<file path="config.mk">
export PLATFORM = sky130hd
export DESIGN_NAME = bitmap_scan
export DESIGN_NICKNAME = d
export VERILOG_FILES = /design/src/rtl/bitscan_pkg.sv /design/src/rtl/bitscan_ctrl.sv /design/src/rtl/bitscan_count.sv /design/src/rtl/bitscan_search.sv /design/src/rtl/bitscan_datapath.sv /design/src/rtl/bitmap_scan.sv
export SDC_FILE = /design/constraint.sdc
export NUM_CORES = 1
export LEC_CHECK = 0
export ABC_CLOCK_PERIOD_IN_PS = 2750
export BUFFER_PORTS_ARGS = -buffer_cell sky130_fd_sc_hd__buf_2
export CORE_MARGIN = 2
export CORE_UTILIZATION = 50
export CTS_CLUSTER_SIZE = 28
export DETAILED_ROUTE_END_ITERATION = 10
export PLACE_DENSITY = 0.72
export SLEW_MARGIN = 20
export SYNTH_ARGS = -nofsm -noshare
export SYNTH_HDL_FRONTEND = slang
export SYNTH_SLANG_ARGS = --single-unit
</file>
<file path="constraint.sdc">
create_clock -name clk -period 2.75 [get_ports clk]
set_clock_uncertainty 0.1 [all_clocks]
set_input_delay 0.55 -clock clk [delete_from_list [all_inputs] [get_ports clk]]
set_output_delay 0.55 -clock clk [all_outputs]
set_load 0.05 [all_outputs]
</file>
<file path="src/rtl/bitscan_pkg.sv">
package bitscan_pkg;
  localparam int VEC_W    = 28;
  localparam int NIB_W    = 4;
  localparam int NUM_NIB  = VEC_W / NIB_W;
  localparam int NIBCNT_W = 3;
  localparam int LUT_N    = 1 << NIB_W;
  localparam int CNT_W    = 5;
  localparam int IDX_W    = 5;
  localparam int STAGES   = 5;

  typedef struct packed {
    logic [STAGES-1:0] load;  // load[s]: stage s registers capture
  } stageStrobe_t;

  // Per-nibble ones count table, computed rather than listed.
  function automatic logic [LUT_N*NIBCNT_W-1:0] buildNibLut();
    logic [LUT_N*NIBCNT_W-1:0] t;
    t = '0;
    for (int v = 0; v < LUT_N; v++) begin
      int c;
      c = 0;
      for (int b = 0; b < NIB_W; b++) c += (v >> b) & 1;
      t[v*NIBCNT_W +: NIBCNT_W] = NIBCNT_W'(c);
    end
    return t;
  endfunction
endpackage

</file>
<file path="src/rtl/bitscan_ctrl.sv">
module bitscan_ctrl
  import bitscan_pkg::*;
(
  input  logic         clk,
  input  logic         rst,
  input  logic         inValid,
  output stageStrobe_t strobe,
  output logic         outValid
);
  logic [STAGES-1:0] validPipe;
  logic [2:0]        warmCnt;

  always_ff @(posedge clk) begin
    if (rst) validPipe <= '0;
    else     validPipe <= {validPipe[STAGES-2:0], inValid};
  end

  always_comb begin
    strobe.load[0] = inValid;
    for (int s = 1; s < STAGES; s++) strobe.load[s] = validPipe[s-1];
  end

  assign outValid = validPipe[STAGES-1];

  // Edges since reset, saturating; only used to guard the latency check.
  always_ff @(posedge clk) begin
    if (rst) warmCnt <= '0;
    else if (warmCnt != 3'(STAGES)) warmCnt <= warmCnt + 3'd1;
  end

  AST_VALID_LATENCY: assert property (@(posedge clk) disable iff (rst)
    (warmCnt == 3'(STAGES)) |-> (outValid == $past(inValid, 5)));
  AST_LOAD_ORDER: assert property (@(posedge clk) disable iff (rst)
    strobe.load[0] |=> strobe.load[1]);
endmodule

</file>
<file path="src/rtl/bitscan_count.sv">
module bitscan_count
  import bitscan_pkg::*;
(
  input  logic               clk,
  input  logic               rst,
  input  stageStrobe_t       strobe,
  input  logic [VEC_W-1:0]   inVec,
  output logic [CNT_W-1:0]   onesCount
);
  localparam logic [LUT_N*NIBCNT_W-1:0] NIB_LUT = buildNibLut();
  localparam int L1_N = (NUM_NIB + 1) / 2;
  localparam int L2_N = (L1_N + 1) / 2;
  localparam int L1_W = NIBCNT_W + 1;
  localparam int L2_W = L1_W + 1;

  logic [NIBCNT_W-1:0] nibQ [NUM_NIB];
  logic [L1_W-1:0]     l1Q  [L1_N];
  logic [L2_W-1:0]     l2Q  [L2_N];
  logic [CNT_W-1:0]    l3Q;
  logic [CNT_W-1:0]    outQ;

  // Level 0: per-nibble lookup.
  for (genvar g = 0; g < NUM_NIB; g++) begin : g_nib
    logic [NIB_W-1:0] nib;
    assign nib = inVec[g*NIB_W +: NIB_W];
    always_ff @(posedge clk) begin
      if (rst) nibQ[g] <= '0;
      else if (strobe.load[0])
        nibQ[g] <= NIB_LUT[NIBCNT_W*int'(nib) +: NIBCNT_W];
    end
  end

  // Level 1: four adders (the last takes a single operand).
  for (genvar a = 0; a < L1_N; a++) begin : g_l1
    logic [L1_W-1:0] opB;
    if (2*a + 1 < NUM_NIB) begin : g_pair
      assign opB = L1_W'(nibQ[2*a+1]);
    end else begin : g_single
      assign opB = '0;
    end
    always_ff @(posedge clk) begin
      if (rst) l1Q[a] <= '0;
      else if (strobe.load[1]) l1Q[a] <= L1_W'(nibQ[2*a]) + opB;
    end
  end

  // Level 2: two adders.
  for (genvar a = 0; a < L2_N; a++) begin : g_l2
    always_ff @(posedge clk) begin
      if (rst) l2Q[a] <= '0;
      else if (strobe.load[2]) l2Q[a] <= L2_W'(l1Q[2*a]) + L2_W'(l1Q[2*a+1]);
    end
  end

  // Level 3: final adder, then an alignment register to match the search.
  always_ff @(posedge clk) begin
    if (rst) begin
      l3Q  <= '0;
      outQ <= '0;
    end else begin
      if (strobe.load[3]) l3Q <= CNT_W'(l2Q[0]) + CNT_W'(l2Q[1]);
      if (strobe.load[4]) outQ <= l3Q;
    end
  end

  assign onesCount = outQ;

  AST_COUNT_RANGE: assert property (@(posedge clk) disable iff (rst)
    onesCount <= CNT_W'(VEC_W));
  AST_COUNT_HOLD: assert property (@(posedge clk) disable iff (rst)
    !strobe.load[4] |=> $stable(onesCount));
endmodule

</file>
<file path="src/rtl/bitscan_search.sv">
module bitscan_search
  import bitscan_pkg::*;
(
  input  logic               clk,
  input  logic               rst,
  input  stageStrobe_t       strobe,
  input  logic [VEC_W-1:0]   inVec,
  output logic [IDX_W-1:0]   firstIdx,
  output logic               isZero
);
  localparam int W1   = VEC_W / 2;   // 14
  localparam int W2   = W1 / 2;      // 7
  localparam int W3LO = W2 / 2;      // 3
  localparam int W3   = W2 - W3LO;   // 4
  localparam int W4   = W3 / 2;      // 2

  logic [W1-1:0]    cand1;
  logic [W2-1:0]    cand2;
  logic [W3-1:0]    cand3;
  logic [W4-1:0]    cand4;
  logic [IDX_W-1:0] base1, base2, base3, base4, idxQ;
  logic             zero1, zero2, zero3, zero4, zeroQ;

  logic lowNz1, lowNz2, lowNz3, lowNz4;
  assign lowNz1 = |inVec[W1-1:0];
  assign lowNz2 = |cand1[W2-1:0];
  assign lowNz3 = |cand2[W3LO-1:0];
  assign lowNz4 = |cand3[W4-1:0];

  always_ff @(posedge clk) begin
    if (rst) begin
      cand1 <= '0; base1 <= '0; zero1 <= 1'b1;
    end else if (strobe.load[0]) begin
      cand1 <= lowNz1 ? inVec[W1-1:0] : inVec[VEC_W-1:W1];
      base1 <= lowNz1 ? '0 : IDX_W'(W1);
      zero1 <= ~(|inVec);
    end
  end

  always_ff @(posedge clk) begin
    if (rst) begin
      cand2 <= '0; base2 <= '0; zero2 <= 1'b1;
    end else if (strobe.load[1]) begin
      cand2 <= lowNz2 ? cand1[W2-1:0] : cand1[W1-1:W2];
      base2 <= base1 + (lowNz2 ? '0 : IDX_W'(W2));
      zero2 <= zero1;
    end
  end

  always_ff @(posedge clk) begin
    if (rst) begin
      cand3 <= '0; base3 <= '0; zero3 <= 1'b1;
    end else if (strobe.load[2]) begin
      cand3 <= lowNz3 ? W3'(cand2[W3LO-1:0]) : cand2[W2-1:W3LO];
      base3 <= base2 + (lowNz3 ? '0 : IDX_W'(W3LO));
      zero3 <= zero2;
    end
  end

  always_ff @(posedge clk) begin
    if (rst) begin
      cand4 <= '0; base4 <= '0; zero4 <= 1'b1;
    end else if (strobe.load[3]) begin
      cand4 <= lowNz4 ? cand3[W4-1:0] : cand3[W3-1:W4];
      base4 <= base3 + (lowNz4 ? '0 : IDX_W'(W4));
      zero4 <= zero3;
    end
  end

  always_ff @(posedge clk) begin
    if (rst) begin
      idxQ <= '0; zeroQ <= 1'b1;
    end else if (strobe.load[4]) begin
      idxQ  <= zero4 ? '0 : base4 + (cand4[0] ? '0 : IDX_W'(1));
      zeroQ <= zero4;
    end
  end

  assign firstIdx = idxQ;
  assign isZero   = zeroQ;

  AST_ZERO_IDX: assert property (@(posedge clk) disable iff (rst)
    isZero |-> (firstIdx == '0));
  AST_IDX_RANGE: assert property (@(posedge clk) disable iff (rst)
    firstIdx < IDX_W'(VEC_W));
  AST_IDX_HOLD: assert property (@(posedge clk) disable iff (rst)
    !strobe.load[4] |=> ($stable(firstIdx) && $stable(isZero)));
endmodule

</file>
<file path="src/rtl/bitscan_datapath.sv">
module bitscan_datapath
  import bitscan_pkg::*;
(
  input  logic               clk,
  input  logic               rst,
  input  stageStrobe_t       strobe,
  input  logic [VEC_W-1:0]   inVec,
  output logic [CNT_W-1:0]   onesCount,
  output logic [IDX_W-1:0]   firstIdx,
  output logic               isZero
);
  bitscan_count u_count (
    .clk(clk), .rst(rst), .strobe(strobe), .inVec(inVec), .onesCount(onesCount)
  );

  bitscan_search u_search (
    .clk(clk), .rst(rst), .strobe(strobe), .inVec(inVec),
    .firstIdx(firstIdx), .isZero(isZero)
  );

  // Count tree and search pipe are independent; their zero views must agree.
  AST_ZERO_MATCH: assert property (@(posedge clk) disable iff (rst)
    isZero == (onesCount == '0));
endmodule

</file>
<file path="src/rtl/bitmap_scan.sv">
module bitmap_scan
  import bitscan_pkg::*;
(
  input  logic             clk,
  input  logic             rst,
  input  logic             inValid,
  input  logic [27:0]      inVec,
  output logic             outValid,
  output logic [4:0]       onesCount,
  output logic [4:0]       firstIdx,
  output logic             isZero
);
  stageStrobe_t strobe;

  bitscan_ctrl u_ctrl (
    .clk(clk), .rst(rst), .inValid(inValid), .strobe(strobe), .outValid(outValid)
  );

  bitscan_datapath u_dp (
    .clk(clk), .rst(rst), .strobe(strobe), .inVec(inVec),
    .onesCount(onesCount), .firstIdx(firstIdx), .isZero(isZero)
  );

  AST_RESET_STATE: assert property (@(posedge clk)
    $past(rst) |-> (!outValid && onesCount == '0 && firstIdx == '0 && isZero));
endmodule

</file>
Word level (Yosys, flattened, before mapping)
Memory sizes are Yosys's and may differ from the RTL's.
Cells that the tools add are included.
{"block": "totals", "ramBits": 47, "input_bits": 31, "elab_cells": 97, "output_inout_bits": 12, "reg_bits": 68, "memories": 3}
{"block": "op_classes", "reduce_logical": 5, "n_mux": 34, "n_shift": 7, "n_bitwise": 14, "addsub": 10, "n_mul": 7}
{"memory": "u_dp.u_count.nibQ", "depth": 7, "word_bits": 3, "rd": 7, "rd_ports_with_merged_regs": 0, "write_ports": 7, "line_no": "bitscan_count.sv:16", "rtl": "logic [NIBCNT_W-1:0] nibQ [NUM_NIB];"}
{"memory": "u_dp.u_count.l1Q", "depth": 4, "word_bits": 4, "rd": 4, "rd_ports_with_merged_regs": 0, "write_ports": 4, "line_no": "bitscan_count.sv:17", "rtl": "logic [L1_W-1:0] l1Q [L1_N];"}
{"memory": "u_dp.u_count.l2Q", "depth": 2, "word_bits": 5, "rd": 2, "rd_ports_with_merged_regs": 0, "write_ports": 2, "line_no": "bitscan_count.sv:18", "rtl": "logic [L2_W-1:0] l2Q [L2_N];"}
{"operator": "48-bit by 7-bit indexed part select with 3-bit output, first input constant", "count": 7}
{"operator": "2-bit by 4-bit multiplier with 6-bit output, first input constant", "count": 7}
{"operator": "28-bit OR reduction", "count": 1}
{"operator": "3-bit 2-to-1 mux", "count": 9}
{"operator": "4-bit 2-to-1 mux", "count": 5}
{"operator": "5-bit 2-to-1 mux", "count": 3}
{"operator": "14-bit OR reduction", "count": 1}
{"operator": "1-bit 2-to-1 mux", "count": 13}
{"operator": "13-bit 2-to-1 mux", "count": 1}
{"operator": "1-bit bitwise OR", "count": 13}
{"operator": "3-bit by 3-bit adder with 4-bit output", "count": 3}
{"operator": "4-bit by 4-bit adder with 5-bit output", "count": 2}
{"operator": "5-bit by 2-bit adder with 5-bit output", "count": 2}
{"operator": "7-bit OR reduction", "count": 1}
{"operator": "6-bit 2-to-1 mux", "count": 1}
{"operator": "5-bit by 1-bit adder with 5-bit output", "count": 1}
{"operator": "5-bit by 3-bit adder with 5-bit output", "count": 1}
{"operator": "5-bit adder", "count": 1}
{"operator": "2-bit 2-to-1 mux", "count": 2}
{"operator": "3-bit OR reduction", "count": 1}
{"operator": "2-bit OR reduction", "count": 1}
{"operator": "1-bit inverter", "count": 1}

Longest topological paths before layout
Gate-level depths: netlist of run 1.
{"block": "logic_depth", "word_depth": 4, "depth_mapped": 7, "depth_no_buf": 7}

Hierarchy
Synthesis of run 1 repeated with hierarchy kept, for this count alone.
{"block": "hier_totals", "cells_unflattened": 557, "hier_area_um2": 5809.3}
{"mod": "bitscan_count", "area_each_um2": 3357.0, "n_inst": 1, "cells_per_inst": 297, "seq_area_each_um2": 1581.5}
{"mod": "bitscan_search", "area_each_um2": 2313.5, "n_inst": 1, "cells_per_inst": 249, "seq_area_each_um2": 980.9}
{"mod": "bitscan_ctrl", "area_each_um2": 138.9, "n_inst": 1, "cells_per_inst": 11, "seq_area_each_um2": 100.1}

Least setup slack after synthesis of run 1
OpenSTA, ideal clock, no wires.
{"block": "synth_path", "kind": "in2reg", "start": "input inVec[3]", "end": "register u_dp.u_search.cand1[4]", "stages": 6, "required_ns": 2.513, "arrival_time_ns": 1.983, "n_path_buf": 2, "setup_time_ns": 0.137, "setup_slack_ns": 0.530, "path_cell_list": "buf_6 -> or4_4 -> nor4_4 -> buf_6 -> mux2i_1 -> a211oi_1"}
{"block": "synth_between", "elab_chain_len": 2}
{"item": "from (decl)", "line_no": "bitmap_scan.sv:7", "rtl": "input logic [27:0] inVec,"}
{"item": "14-bit OR reduction", "line_no": "bitscan_search.sv:25", "rtl": "assign lowNz1 = |inVec[W1-1:0];"}
{"item": "13-bit 2-to-1 mux", "line_no": "bitscan_search.sv:34", "rtl": "cand1 <= lowNz1 ? inVec[W1-1:0] : inVec[VEC_W-1:W1];"}
{"item": "to (signal assigned)", "line_no": "bitscan_search.sv:34"}
{"item": "to (decl)", "line_no": "bitscan_search.sv:17", "rtl": "logic [W1-1:0] cand1;"}
Every way passes these cells.
A chain may end at the register's enable or synchronous reset.

Final worst setup path of run 1
{"block": "layout_path", "start": "register u_dp.u_search.cand1[2]", "end": "register u_dp.u_search.base2[1]"}
{"block": "layout_between", "elab_chain_len": 3}
{"item": "7-bit OR reduction", "line_no": "bitscan_search.sv:26", "rtl": "assign lowNz2 = |cand1[W2-1:0];"}
{"item": "3-bit 2-to-1 mux", "line_no": "bitscan_search.sv:45", "rtl": "base2 <= base1 + (lowNz2 ? '0 : IDX_W'(W2));"}
{"item": "5-bit by 3-bit adder with 5-bit output", "line_no": "bitscan_search.sv:45"}
{"item": "to (signal assigned)", "line_no": "bitscan_search.sv:45"}
{"item": "to (decl)", "line_no": "bitscan_search.sv:21", "rtl": "logic [IDX_W-1:0] base1, base2, base3, base4, idxQ;"}
Every way passes these cells.

==> summary.txt, run 1 <==
Clock tree
  – Post-CTS Setup Inserts: 0
  – Root Buffer: clkbuf_8
  – CTS tree: built
  – Clock slew at reported path FFs: 0.09 ns
  – Clock latency at the later pin of the worst-skew pair: 0.36 ns
  – H-tree depth: 3
  – Hold_buf cts: 0
  – # clock sinks: 110
  – Post-cts sizing count: 0
  – CTS buffer count: 9
  – Clk buf depth: 2

Logic synthesis
  – Number of register bits inferred by synthesis: 110
  – Avg Synthesized Cell Area: 10.3 µm²
  – Synth area leaders: edfxtp_1 (25%), dfxtp_1 (23%), ha_1 (11%)
  – Area leader, netlist: edfxtp_1
  – Yosys warnings: 0
  – Top cell type's share of synthesized area: 24.6%
  – Netlist cell types: 44
  – Synth Instances: 544
  – Post-synth EDFFs: 46
  – Post-Syn Area: 0.00562 mm²
  – Top_reg_cell synth: dfxtp_1
  – Register area share after synthesis: 47.4%
  – Syn nets: 631
  – Post-synth ARST share: 0%

Worst setup path
  – R2r setup slk: 0.66 ns
  – Worst r2r dst: u_dp.u_search.base2[1]
  – Data required, critical path: 2.90 ns
  – Crit path kind: flip-flop to flip-flop
  – CP Max Fanout: 5
  – Startpoint types: flip-flop
  – Largest stage delay on the critical path: 0.53 ns
  – Worst Path Arrival: 2.24 ns
  – Reg2Reg Launch Point: u_dp.u_search.cand1[2]
  – Crit-path cells: or4_1 -> nor4_2 -> inv_1 -> ha_1 -> mux2i_1 -> nor2_1
  – Crit path capture type: flip-flop
  – Worst setup startpoint: u_dp.u_search.cand1[2]
  – CP max stage cell: or4_1
  – CP endpoint: u_dp.u_search.base2[1]
  – R2r worst-path depth: 6

Detailed routing
  – Met3 wire length: 350 µm
  – Routed len/inst: 13.6 µm
  – Via-per-instance ratio: 5.21
  – DR vias: 3770
  – Met2 WL: 4610 µm
  – Initial DRC count: 172
  – Top Layer Used: met4
  – Met1 WL: 4600 µm
  – TritonRoute pass-1 iters: 4
  – Final ANT Viol Nets: 0
  – Routed WL: 9810 µm
  – Post-route DRC: 0

Cells and area
  – Final-stage net count: 665
  – Share of cells above drive strength 1: 12.7%
  – Area added between synthesis and finish: 9.66%
  – Diode count: 0
  – Area of the multi-input gates: 0.00269 mm²
  – Most common cell after layout, fill and taps aside: nor2_1
  – Register Area: 0.00266 mm²
  – Most frequent cells in the layout: nor2_1 (97), dfxtp_1 (64), ha_1 (50)
  – Fill cells: 936

Status
  – Outcome: finished clean

STA
  – Final Hold Viols: 0
  – Max transition margin: 48.6%
  – Setup TNS: 0 ns
  – Final setup fails: 0
  – Worst-margin pin slew: 0.770 ns
  – Final Cycle Share: 75.9%
  – Pins Over Slew Limit: 0
  – Max Fclk: 479 MHz
  – Hold WS: 0.369 ns
  – Tmin final: 2.09 ns
  – RSZ-0062 raised after global routing: no

GRT
  – First-pass GRT wire length: 16400 µm
  – Vias in the first global route: 3542
  – Initial antenna violation count: 0
  – Largest net degree at the start of global routing: 25
  – Congestion Overflow GR: 0
  – GRT Total Usage: 17.4%

Pwr
  – Psw: 0.000786 W
  – Comb pwr share: 12.5%
  – Internal: 0.00246 W
  – Clk network pwr share: 31.0%
  – VDD IR max: 0.258 mV
  – PD cells: 526 mW/mm²
  – Part of the power in registers: 56.5%
  – P_leak: 2.63 nW
  – Switching Fraction: 24.3%

Floorplanning
  – Core box area: 0.0109 mm²
  – Row count: 38
  – Vert. Die Dim: 110 µm
  – Initial Utilization: 51.6%
  – Die Width: 110 µm
  – # IOs: 43
  – Die area: 0.0121 mm²

Place
  – DP HPWL: 7470 µm
  – GP Congestion: 0.907
  – Port Buffers: 42

Hold path
  – Hold/Removal Path Class: flip-flop to flip-flop

Job
  – Max-Cap Viols: 0
==> critical path: cells and delay by family (launching register included) <==
| family | cells | cell delay (ns) |
|---|---|---|
| AND/OR/NAND/NOR | 3 | 0.99 |
| flip-flops | 1 | 0.33 |
| adder cells (fa/ha/maj) | 1 | 0.30 |
| buffers and inverters | 1 | 0.14 |
| multiplexers | 1 | 0.13 |
==> stage by stage <==
| step | utilization, % | setup WS (ns) | total power (W) | instance area (µm²) | std cells |
|---|---|---|---|---|---|
| floorplan | - | 0.530 | 0.00215 | 5620 | 544 |
| global placement | 54.7 | 0.594 | 0.00226 | 5950 | 707 |
| detailed placement | 54.7 | 0.543 | 0.00228 | 5950 | 707 |
| CTS | 56.6 | 0.656 | 0.00327 | 6160 | 723 |
| global route | 56.6 | 0.544 | 0.00340 | 6160 | 723 |
| finish | 56.6 | 0.662 | 0.00324 | 6160 | 723 |
==> cells by family (layout without fill, tap and decap cells) <==
kind of cell,after synthesis,count (layout),synth area share [%]
AOI/OAI and AO/OA,83,83,10.0
buffers and inverters,66,105,4.76
DFF,110,110,47.4
xor gates and xnor gates,31,31,4.83
and+or+nand+nor,168,168,14.4
muxes,30,30,5.34
adders and majority gates,56,56,13.3
==> sequential cells by signal, indices dropped and copies added (netlist names), 5 cells and up <==
signal / count
u_dp.u_search.base4: 5
u_dp.u_count.nibQ: 21
u_dp.u_count.onesCount: 5
u_dp.u_count.l3Q: 5
u_dp.u_search.base2: 5
u_dp.u_count.l1Q: 15
u_dp.u_search.base3: 5
u_dp.u_search.firstIdx: 5
u_dp.u_search.cand1: 13
u_dp.u_search.cand2: 6
u_ctrl.validPipe: 5
u_dp.u_count.l2Q: 10
==> synth_stat cells (6+ instances only) <==
cell      instances
and2_1           10
nand2b_1          7
a211oi_1         33
clkbuf_1         21
xor2_1           16
a21oi_1          29
edfxtp_1         46
ha_1             50
xnor2_1          15
nor2_1           97
nand3_1          10
a21o_1            8
fa_1              6
dfxtp_1          64
nor2b_1          13
mux2i_1          30
nor3_1           10
inv_1            36
==> worst min-delay path by stage <==
stage | start | endpoint | slack (ns) | cells after the start
after floorplan | u_dp.u_search.zero2 | u_dp.u_search.zero3 | 0.33 | 1
after global routing | u_dp.u_search.zero3 | u_dp.u_search.zero4 | 0.41 | 1
after detailed placement | u_dp.u_search.zero3 | u_dp.u_search.zero4 | 0.35 | 1
final | u_dp.u_search.zero3 | u_dp.u_search.zero4 | 0.37 | 1
after CTS | u_dp.u_search.zero3 | u_dp.u_search.zero4 | 0.37 | 1
after global placement | u_dp.u_search.zero3 | u_dp.u_search.zero4 | 0.34 | 1
==> power by group through the flow <==
stage                     sequential (W)  combinational (W)  clock (W)
final                            0.00183           0.000406    0.00100
after global routing             0.00184           0.000461    0.00109
after CTS                        0.00183           0.000410    0.00102
after detailed placement         0.00187           0.000408          0
after global placement           0.00187           0.000389          0
after floorplan                  0.00185           0.000292          0
==> area by class of cell <==
class / instances / area share (%)
tap: 140 / 2.84
clock inverter: 2 / 0.629
timing repair buffer: 52 / 4.63
sequential: 110 / 43.2
clock buffer: 14 / 2.80
multi-input combinational: 368 / 43.6
inverter: 37 / 2.25
==> metal layers <==
metal  track usage, %  vias to the layer above
met1             21.8                     1734
li1                 -                     1949
met5                0                        -
met2             28.7                       70
met3             4.12                       17
met4             7.69                        0
Note: power is estimated with default switching activity, not from simulation.
==> run 2, diff against run 1 <==
- ABC_CLOCK_PERIOD_IN_PS: 2750 -> 1800
- PLACE_DENSITY: 0.72 -> 0.75
- clock period: 2.75 -> 1.8 ns (I/O delays scaled with it)
==> summary.txt, run 2 (synthesized netlist as in run 1, its figures left out) <==
Floorplanning
  – Row count: 38
  – Initial Utilization: 51.6%
  – Die Width: 110 µm
  – Core box area: 0.0109 mm²
  – Vert. Die Dim: 110 µm
  – Die area: 0.0121 mm²
  – # IOs: 43

Cells and area
  – Top reg by flops: u_dp.u_count.nibQ
  – Biggest regs: u_dp.u_count.nibQ (21), u_dp.u_count.l1Q (15), u_dp.u_search.cand1 (13)
  – Most common cell after layout, fill and taps aside: nor2_1
  – Most frequent cells in the layout: nor2_1 (97), dfxtp_1 (61), ha_1 (46), edfxtp_1 (46), buf_2 (42)
  – Diode count: 0
  – Max reg flops: 21
  – Share of cells above drive strength 1: 19.5%
  – Final Core Density: 59.1%
  – Final-stage net count: 693
  – Area added between synthesis and finish: 14.5%

Detailed routing
  – Via-per-instance ratio: 5.17
  – TritonRoute pass-1 iters: 4
  – Post-route DRC: 0
  – Initial DRC count: 148
  – Final ANT Viol Nets: 0
  – DR vias: 3880
  – Routed WL: 10200 µm
  – Routed len/inst: 13.6 µm

Clock tree
  – H-tree depth: 3
  – CTS buffer count: 9
  – Clock slew at reported path FFs: 0.11 ns
  – Clock latency at the later pin of the worst-skew pair: 0.37 ns
  – Hold_buf cts: 0
  – Root Buffer: clkbuf_8
  – CTS tree: built
  – Clk buf depth: 2
  – # clock sinks: 110

STA
  – Setup TNS: -0.0386 ns
  – Setup ws final: -0.0386 ns
  – RSZ-0062 raised after global routing: yes
  – Tmin final: 1.84 ns
  – Pins Over Slew Limit: 0
  – Max transition margin: 70.0%
  – Final setup fails: 1
  – Final Cycle Share: 102%
  – Worst-margin pin slew: 0.451 ns
  – Hold WS: 0.247 ns
  – Max Fclk: 544 MHz
  – Final Hold Viols: 0

Hold path
  – Hold/Removal Path Class: input pin to flip-flop

Job
  – Max-Cap Viols: 0

GRT
  – Largest net degree at the start of global routing: 25
  – GRT Total Usage: 17.9%
  – Initial antenna violation count: 0
  – First-pass GRT wire length: 16800 µm
  – Vias in the first global route: 3769
  – Congestion Overflow GR: 0

Pwr
  – Internal: 0.00359 W
  – Part of the power in registers: 56.9%
  – Switching Fraction: 27.1%
  – P_leak: 2.77 nW
  – PD cells: 765 mW/mm²
  – Clk network pwr share: 29.3%
  – Total power: 0.00492 W
  – Psw: 0.00134 W
  – Comb pwr share: 13.8%
  – VDD IR max: 0.492 mV

Worst setup path
  – Crit path capture type: flip-flop
  – Startpoint types: flip-flop
  – Largest stage delay on the critical path: 0.35 ns
  – CP Max Fanout: 3
  – Crit-path cells: nor3_4 -> xor2_1 -> ha_2 -> a21oi_2 -> buf_4 -> or3_1 -> a311oi_1
  – Worst Path Arrival: 2.03 ns
  – Data required, critical path: 1.99 ns
  – CP delay by family, top: simple AND/OR/NAND/NOR gates
  – CP Buf/Inv Count: 1
  – CP max stage cell: dfxtp_2
  – Crit path kind: flip-flop to flip-flop

Place
  – Pre-CTS setup slack: -0.136 ns
  – GP Congestion: 0.865
  – Port Buffers: 42
  – DP HPWL: 7840 µm

Status
  – Failing checks: negative setup slack
  – Outcome: finished, violations left
[run 2: cell types whose count changed in the layout (fill, tap and decap cells not counted), sizes merged]
cell	before	now
buf	52	80
inv	36	42
clkbuf	14	9
bufinv	1	0
[run 2: final cells by class]
cell class	count	area (µm²)
Clock buffer	9	124
Clock inverter	7	68.8
Fill cell	917	4450
Inverter	37	139
Multi-Input combinational cell	368	2750
Sequential cell	110	2670
Tap cell	140	175
Timing Repair Buffer	80	508
[run 2: worst paths after layout]
kind                               start                endpoint  slack [ns]  cells past startpoint
hold reg to reg      u_dp.u_search.zero3     u_dp.u_search.zero4        0.38                      1
setup reg to reg  u_dp.u_search.cand2[2]  u_dp.u_search.base3[4]       -0.04                      7
setup / recovery  u_dp.u_search.cand2[2]  u_dp.u_search.base3[4]       -0.04                      7
hold / removal                 inVec[21]  u_dp.u_search.cand1[7]        0.25                      3
[run 2: power by group through the flow]
stage | Sequential, W | Clock [W] | Combinational [W]
global placement | 0.00285 | 0 | 0.000644
finish | 0.00280 | 0.00144 | 0.000679
floorplan | 0.00284 | 0 | 0.000455
CTS | 0.00280 | 0.00148 | 0.000681
global route | 0.00282 | 0.00157 | 0.000769
detailed placement | 0.00286 | 0 | 0.000667
[run 2: worst reg2reg max path: cells and delay by family (launching register included)]
| kind | cells | cell delay (ns) |
|---|---|---|
| simple gates | 2 | 0.51 |
| flops | 1 | 0.35 |
| compound gates | 2 | 0.29 |
| fa+ha+maj | 1 | 0.19 |
| xor+xnor | 1 | 0.17 |
| buf+inv | 1 | 0.14 |
[run 2: timing repair]
item / CTS / global route
endpoints found under the setup margin: 4 / 9
buffers inserted: 1 / 0
gates resized for setup: 7 / 6
pin swaps: 6 / 1
hold endpoints to repair: 0 / 0
[run 2: per-stage QoR]
stage,instance area (µm²),instances
2_1_floorplan,5650,544
3_3_place_gp,6200,734
3_5_place_dp,6200,734
4_1_cts,6410,751
5_1_grt,6430,751
6_report,6430,751
[run 2: per-layer routing]
metal | global-route usage, % | vias to the layer above | wire length, µm
li1 | - | 2001 | -
met1 | 21.2 | 1794 | 4480
met2 | 32.7 | 73 | 5200
met3 | 3.47 | 12 | 329
met4 | 5.15 | 0 | 175
met5 | 0 | - | 0
